## config.mk

```make
export PLATFORM = sky130hd
export DESIGN_NAME = edge_irq_aggregator
export DESIGN_NICKNAME = d
export VERILOG_FILES = /design/src/rtl/eic_pkg.sv /design/src/rtl/eic_sync.sv /design/src/rtl/eic_bank.sv /design/src/rtl/edge_irq_aggregator.sv
export SDC_FILE = /design/constraint.sdc
export NUM_CORES = 1
export LEC_CHECK = 0
export BUFFER_PORTS_ARGS = -buffer_cell sky130_fd_sc_hd__buf_2
export CORE_MARGIN = 2
export CORE_UTILIZATION = 58
export DETAILED_ROUTE_END_ITERATION = 16
export PLACE_DENSITY = 0.77
export SKIP_CTS_REPAIR_TIMING = 1
export SYNTH_ARGS = -nofsm -noshare
export SYNTH_HDL_FRONTEND = slang
export SYNTH_SLANG_ARGS = --single-unit
```

## constraint.sdc

```tcl
create_clock -name clk -period 3.9 [get_ports clk]
set_clock_uncertainty 0.15 [all_clocks]
set_input_delay 0.39 -clock clk [delete_from_list [all_inputs] [get_ports clk]]
set_output_delay 0.39 -clock clk [all_outputs]
set_load 0.02 [all_outputs]
```

## src/rtl/eic_pkg.sv

```systemverilog
package eic_pkg;
   typedef enum logic [2:0] {
      RSEL_EN   = 3'd0,
      RSEL_POL  = 3'd1,
      RSEL_STAT = 3'd2,
      RSEL_WEN  = 3'd3,
      RSEL_WPOL = 3'd4
   } rsel_e;

   typedef struct packed {
      logic en;
      logic pol;
      logic stat;
      logic wen;
      logic wpol;
   } bank_we_t;
endpackage

```

## src/rtl/eic_sync.sv

```systemverilog
module eic_sync #(
   parameter int W      = 8,
   parameter int STAGES = 2
) (
   input  logic         clk,
   input  logic         rst_n,
   input  logic [W-1:0] din,
   output logic [W-1:0] dout
);
   if (W < 1) begin : g_bad_w
      $error("eic_sync: W must be at least 1");
   end

   if (STAGES == 0) begin : g_bypass
      assign dout = din;
   end else begin : g_chain
      logic [W-1:0] chain [STAGES];
      always_ff @(posedge clk or negedge rst_n) begin
         if (!rst_n) begin
            for (int k = 0; k < STAGES; k++) chain[k] <= '0;
         end else begin
            chain[0] <= din;
            for (int k = 1; k < STAGES; k++) chain[k] <= chain[k-1];
         end
      end
      assign dout = chain[STAGES-1];
   end
endmodule

```

## src/rtl/eic_bank.sv

```systemverilog
module eic_bank
   import eic_pkg::*;
#(
   parameter int                BANK_W  = 32,
   parameter int                USED    = 27,
   parameter logic [BANK_W-1:0] POL_RST = '0
) (
   input  logic              clk,
   input  logic              rst_n,
   input  logic [BANK_W-1:0] src_s,
   input  bank_we_t          we,
   input  logic [BANK_W-1:0] wdata,
   output logic [BANK_W-1:0] en_q,
   output logic [BANK_W-1:0] pol_q,
   output logic [BANK_W-1:0] stat_q,
   output logic [BANK_W-1:0] wen_q,
   output logic [BANK_W-1:0] wpol_q,
   output logic [BANK_W-1:0] edge_ev,
   output logic [BANK_W-1:0] wake_ev,
   output logic [BANK_W-1:0] clr
);
   localparam logic [BANK_W-1:0] USED_MASK = BANK_W'((65'd1 << USED) - 65'd1);
   localparam logic [BANK_W-1:0] LVL_RST   = POL_RST & USED_MASK;

   if (USED < 1 || USED > BANK_W) begin : g_bad_used
      $error("eic_bank: USED out of range");
   end

   logic [BANK_W-1:0] lvl, lvl_q, wlvl, wlvl_q, wmask;

   // Polarity-adjusted level: a qualifying edge is always a 0->1 step here,
   // so a polarity flip alone can create one.
   assign lvl     = (src_s ^ pol_q) & USED_MASK;
   assign wlvl    = (src_s ^ wpol_q) & USED_MASK;
   assign edge_ev = lvl & ~lvl_q;
   assign wake_ev = wlvl & ~wlvl_q & wen_q;
   assign clr     = we.stat ? (wdata & USED_MASK) : '0;
   assign wmask   = wdata & USED_MASK;

   always_ff @(posedge clk or negedge rst_n) begin
      if (!rst_n) begin
         en_q   <= '0;
         pol_q  <= POL_RST & USED_MASK;
         stat_q <= '0;
         wen_q  <= '0;
         wpol_q <= '0;
         lvl_q  <= LVL_RST;
         wlvl_q <= '0;
      end else begin
         lvl_q  <= lvl;
         wlvl_q <= wlvl;
         stat_q <= (stat_q & ~clr) | edge_ev;   // new edge beats the clear
         if (we.en)   en_q   <= wmask;
         if (we.pol)  pol_q  <= wmask;
         if (we.wen)  wen_q  <= wmask;
         if (we.wpol) wpol_q <= wmask;
      end
   end
endmodule

```

## src/rtl/edge_irq_aggregator.sv

```systemverilog
module edge_irq_aggregator
   import eic_pkg::*;
#(
   parameter int                BANK_W      = 32,
   parameter int                B0_USED     = 27,
   parameter int                B1_USED     = 23,
   parameter int                SYNC_STAGES = 2,
   parameter int                ADDR_W      = 9,
   parameter logic [BANK_W-1:0] B1_POL_RST  = 32'h0006_0000
) (
   input  logic                              clk,
   input  logic                              rst_n,
   input  logic [BANK_W+B1_USED-1:0]         src_in,
   input  logic [ADDR_W-1:0]                 reg_addr,
   input  logic                              reg_wr,
   input  logic [BANK_W-1:0]                 reg_wdata,
   output logic [BANK_W-1:0]                 reg_rdata,
   output logic                              irq_out,
   output logic                              wake_out
);
   localparam int NUM_SRC = BANK_W + B1_USED;
   localparam int NBANK   = 2;

   if (ADDR_W < 6 || B0_USED > BANK_W || B1_USED > BANK_W || B1_USED < 1) begin : g_bad_cfg
      $error("edge_irq_aggregator: bad parameter set");
   end

   logic [NUM_SRC-1:0] src_s;
   logic [BANK_W-1:0]  bank_src [NBANK];
   logic [BANK_W-1:0]  en_b [NBANK], pol_b [NBANK], stat_b [NBANK];
   logic [BANK_W-1:0]  wen_b [NBANK], wpol_b [NBANK];
   logic [BANK_W-1:0]  edge_b [NBANK], wake_b [NBANK], clr_b [NBANK];
   bank_we_t           we_b [NBANK];
   logic               in_win, bsel, clr_any, pend, wake_hit;
   rsel_e              rsel;

   eic_sync #(.W(NUM_SRC), .STAGES(SYNC_STAGES)) u_sync (
      .clk(clk), .rst_n(rst_n), .din(src_in), .dout(src_s)
   );

   assign bank_src[0] = src_s[BANK_W-1:0];
   assign bank_src[1] = BANK_W'(src_s[NUM_SRC-1:BANK_W]);

   assign in_win = (reg_addr[ADDR_W-1:6] == '0) && (reg_addr[1:0] == 2'b00);
   assign rsel   = rsel_e'(reg_addr[5:3]);
   assign bsel   = reg_addr[2];

   for (genvar b = 0; b < NBANK; b++) begin : g_bank
      localparam int                U  = (b == 0) ? B0_USED : B1_USED;
      localparam logic [BANK_W-1:0] PR = (b == 0) ? {BANK_W{1'b0}} : B1_POL_RST;
      logic hit;
      assign hit = reg_wr && in_win && (bsel == 1'(b));
      assign we_b[b] = '{en:   hit && (rsel == RSEL_EN),
                         pol:  hit && (rsel == RSEL_POL),
                         stat: hit && (rsel == RSEL_STAT),
                         wen:  hit && (rsel == RSEL_WEN),
                         wpol: hit && (rsel == RSEL_WPOL)};
      eic_bank #(.BANK_W(BANK_W), .USED(U), .POL_RST(PR)) u_bank (
         .clk(clk), .rst_n(rst_n), .src_s(bank_src[b]), .we(we_b[b]),
         .wdata(reg_wdata), .en_q(en_b[b]), .pol_q(pol_b[b]),
         .stat_q(stat_b[b]), .wen_q(wen_b[b]), .wpol_q(wpol_b[b]),
         .edge_ev(edge_b[b]), .wake_ev(wake_b[b]), .clr(clr_b[b])
      );
   end

   always_comb begin
      reg_rdata = '0;
      if (in_win) begin
         case (rsel)
            RSEL_EN:   reg_rdata = en_b[bsel];
            RSEL_POL:  reg_rdata = pol_b[bsel];
            RSEL_STAT: reg_rdata = stat_b[bsel];
            RSEL_WEN:  reg_rdata = wen_b[bsel];
            RSEL_WPOL: reg_rdata = wpol_b[bsel];
            default:   reg_rdata = '0;
         endcase
      end
   end

   assign clr_any  = |(clr_b[0] | clr_b[1]);
   assign pend     = |(stat_b[0] & en_b[0]) | |(stat_b[1] & en_b[1]);
   assign wake_hit = |(wake_b[0] | wake_b[1]);

   // A clear gaps the request for one cycle so the host sees a fresh edge.
   always_ff @(posedge clk or negedge rst_n) begin
      if (!rst_n) begin
         irq_out  <= 1'b0;
         wake_out <= 1'b0;
      end else begin
         irq_out  <= pend && !clr_any;
         wake_out <= wake_hit;
      end
   end
endmodule

```

==> flow_metrics.env <==
export IMPL_overflow=0
export IMPL_p_leak_nw=10.6
export IMPL_die_x_um=183
export IMPL_ant_nets=0
export IMPL_outcome="finished, final reports clean"
export IMPL_fin_setup_tns_ns=0
export IMPL_rsz0062_at_grt="false"
export IMPL_dp_cells=1883
export IMPL_synth_seq_area_share_pct=60.7
export IMPL_yosysTopAreaCell="dfrtp_1"
export IMPL_grt_pass1_vias=12600
export IMPL_async_flop_share_pct=100
export IMPL_cts_max_level=2
export IMPL_place_ws_ns=0.558
export IMPL_antenna_cells=0
export IMPL_remaining_drc_errors=0
export IMPL_critPathMaxStageDelay_ns=0.90
export IMPL_worstSetupEndpointType="output pin"
export IMPL_grt_max_degree=107
export IMPL_layout_drive_gt1_share_pct=29.1
export IMPL_vias_per_cell=6.11
export IMPL_io_pins=133
export IMPL_dieArea_um2=33600
export IMPL_drtIter0Drc=1079
export IMPL_crit_chain="buf_2, nor2b_1, nand2_1, nor2_1, a221oi_1, nor2_1, buf_2"
export IMPL_clockBufferDepth=3
export IMPL_slew_violations=0
export IMPL_power_density_nw_per_um2=456
export IMPL_syn_area_per_cell_um2=13.4
export IMPL_grt_pass1_wl_um=75700
export IMPL_slowest_stage="nor2_1"
export IMPL_rrSetupSlack_ns=1.60
export IMPL_drv_cap=0
export IMPL_period_share_pct=81.9
export IMPL_holdCritPathClass="input pin to flip-flop"
export IMPL_cts_made_buffers=45
export IMPL_clkLatencyLatePin_ns=0.56
export IMPL_final_cell_count_no_fill=2016
export IMPL_critPathArrivalTime_ns=2.66
export IMPL_cts_sinks=452
export IMPL_postPlaceCellArea_um2=19800
export IMPL_finalWirelength_um=49800
export IMPL_min_path_cells=2
export IMPL_portBuffers=117
export IMPL_final_setup_worst_slack_ns=0.704
export IMPL_post_drt_wl_per_cell_um=24.7
export IMPL_synth_edff_count=0
export IMPL_fin_crit_ns=3.20
export IMPL_synth_commonest_cells="dfrtp_1 (448), mux2_2 (201), xor2_1 (100), mux2i_1 (92), nand2_1 (77)"
export IMPL_relSlewSlack_pct=20.5
export IMPL_first_pass_iters=6
export IMPL_area_growth_pct=16.8
export IMPL_synth_area_top_cells="dfrtp_1 (60%), mux2_2 (12%), mux2i_1 (4.9%)"
export IMPL_yosysMostFrequentCell="dfrtp_1"
export IMPL_ys_flop_type="dfrtp_1"
export IMPL_die_y_um=183
export IMPL_vias=12300
export IMPL_tightest_slew_ns=1.19
export IMPL_antenna_found_initial=0
export IMPL_yosysUniqueCellTypes=43
export IMPL_fillCellCount=2211
export IMPL_setup_violations=0
export IMPL_final_cell_area_um2=21800
export IMPL_fp_row_count=65
export IMPL_r2r_cells=5
export IMPL_whs_ns=0.0104
export IMPL_hpwlAfterDp_um=33300
export IMPL_ys_seq_elements=452
export IMPL_path_class="input pin to output pin"
export IMPL_ys_warn_count=0
export IMPL_fmax_mhz=313
export IMPL_synth_area_um2=18700
export IMPL_required_ns=3.36
export IMPL_cts_clk_slew_worst_paths_ns=0.06
export IMPL_syn_inst=1397
export IMPL_coreArea_um2=31600
export IMPL_ir_worst_vdd_mv=0.384
export IMPL_cts_tree="done"
export IMPL_start_util_pct=59.0
export IMPL_crit_path_max_fanout=23
export IMPL_synth_top_area_share_pct=60.1
export IMPL_gp_congestion=0.889
export IMPL_nets=1678
export IMPL_crit_path_start_kind="input pin"
export IMPL_clockRootBuffer="clkbuf_16"
export IMPL_grtUsageTotal_pct=30.3
export IMPL_hold_violations=0
## per-layer routing
metal	track usage, %	routed length [µm]	up-vias
met5	0	0	-
met4	12.6	2060	0
met3	6.02	3840	130
met2	48.1	23400	535
met1	41.1	20500	6377
li1	-	-	5283
## path summary, 6_finish.rpt
path | to | start
worst max-delay path | reg_rdata[8] | reg_addr[5]
worst min-delay path | g_bank[0].u_bank.en_q[24]$_DFFE_PN0P_ | reg_wdata[24]
worst max register to register | wake_out$_DFF_PN0_ | u_sync.dout[48]$_DFF_PN0_
worst min register to register | u_sync.dout[7]$_DFF_PN0_ | u_sync.g_chain.chain[62]$_DFF_PN0_
max in group asynchronous | g_bank[1].u_bank.lvl_q[5]$_DFF_PN0_ | rst_n
min in group asynchronous | g_bank[0].u_bank.wlvl_q[9]$_DFF_PN0_ | rst_n
## report_power, final
part	internal [mW]	leakage, nW	switching, mW	total, mW
clock network	2.50	0.722	1.80	4.30
logic	0.260	4.32	0.404	0.664
registers	4.86	5.56	0.107	4.97
total	7.62	10.6	2.31	9.93
## critical path, delay by kind of cell
family / cells / cell delay [ns]
buffers and inverters: 2 / 0.48
AOI/OAI and AO/OA: 1 / 0.38
and+or+nand+nor: 4 / 1.38
## area by class of cell
| type | count | area, µm² | share of cell area [%] |
|---|---|---|---|
| Multi-Input combinational cell | 810 | 6740 | 30.9 |
| Sequential cell | 452 | 11300 | 51.9 |
| Clock buffer | 65 | 1320 | 6.07 |
| Tap cell | 402 | 503 | 2.31 |
| Timing Repair Buffer | 217 | 1560 | 7.18 |
| Inverter | 53 | 199 | 0.913 |
| Clock inverter | 17 | 153 | 0.700 |
## per-stage QoR
stage / total power [mW] / utilization [%]
after floorplan: 5.35 / -
after global placement: 5.65 / 62.6
after CTS: 9.95 / 67.3
after detailed placement: 5.67 / 62.6
final: 9.93 / 68.9
after global routing: 10.3 / 68.9
## flip-flops by register name, indices dropped and copies added, names as in the netlist
register              cells
g_bank.u_bank.en_q       50
g_bank.u_bank.lvl_q      50
g_bank.u_bank.pol_q      50
g_bank.u_bank.stat_q     50
g_bank.u_bank.wen_q      50
g_bank.u_bank.wlvl_q     50
g_bank.u_bank.wpol_q     50
irq_out                   1
u_sync.dout              50
u_sync.g_chain.chain     50
wake_out                  1
## layout by cell type, fill, tap and decap left out, drive strengths merged
master and n:
a22o 60, o22a 10, a22oi 6, conb 5
nor3 9, dlygate4sd3 51, clkbuf 65, or4 1
nand2 80, nor4 11, dfrtp 448, inv 55
nand3b 48, mux2 201, nand4 16, or3 1
a311oi 1, o21ai 24, and4 1, nor2 29
a221oi 21, o22ai 13, clkinv 9, or3b 1
o211ai 12, a31oi 2, nand3 3, clkinvlp 4
mux4 4, dfstp 4, xor2 100, or2 10
and2 1, a21oi 36, nor2b 11, o2111ai 1
mux2i 92, buf 166, bufinv 2
## logic make-up (layout without fill, tap and decap cells)
kind of cell / after synthesis / count (layout) / synth area share (%)
simple gates: 222 / 222 / 6.51
buf+inv: 139 / 352 / 3.34
mux: 297 / 297 / 17.6
flops: 452 / 452 / 60.7
xor+xnor: 100 / 100 / 4.70
compound gates: 186 / 186 / 7.20
other cells: 1 / 5 / 0.0201
Note: power is estimated with default switching activity, not from simulation.
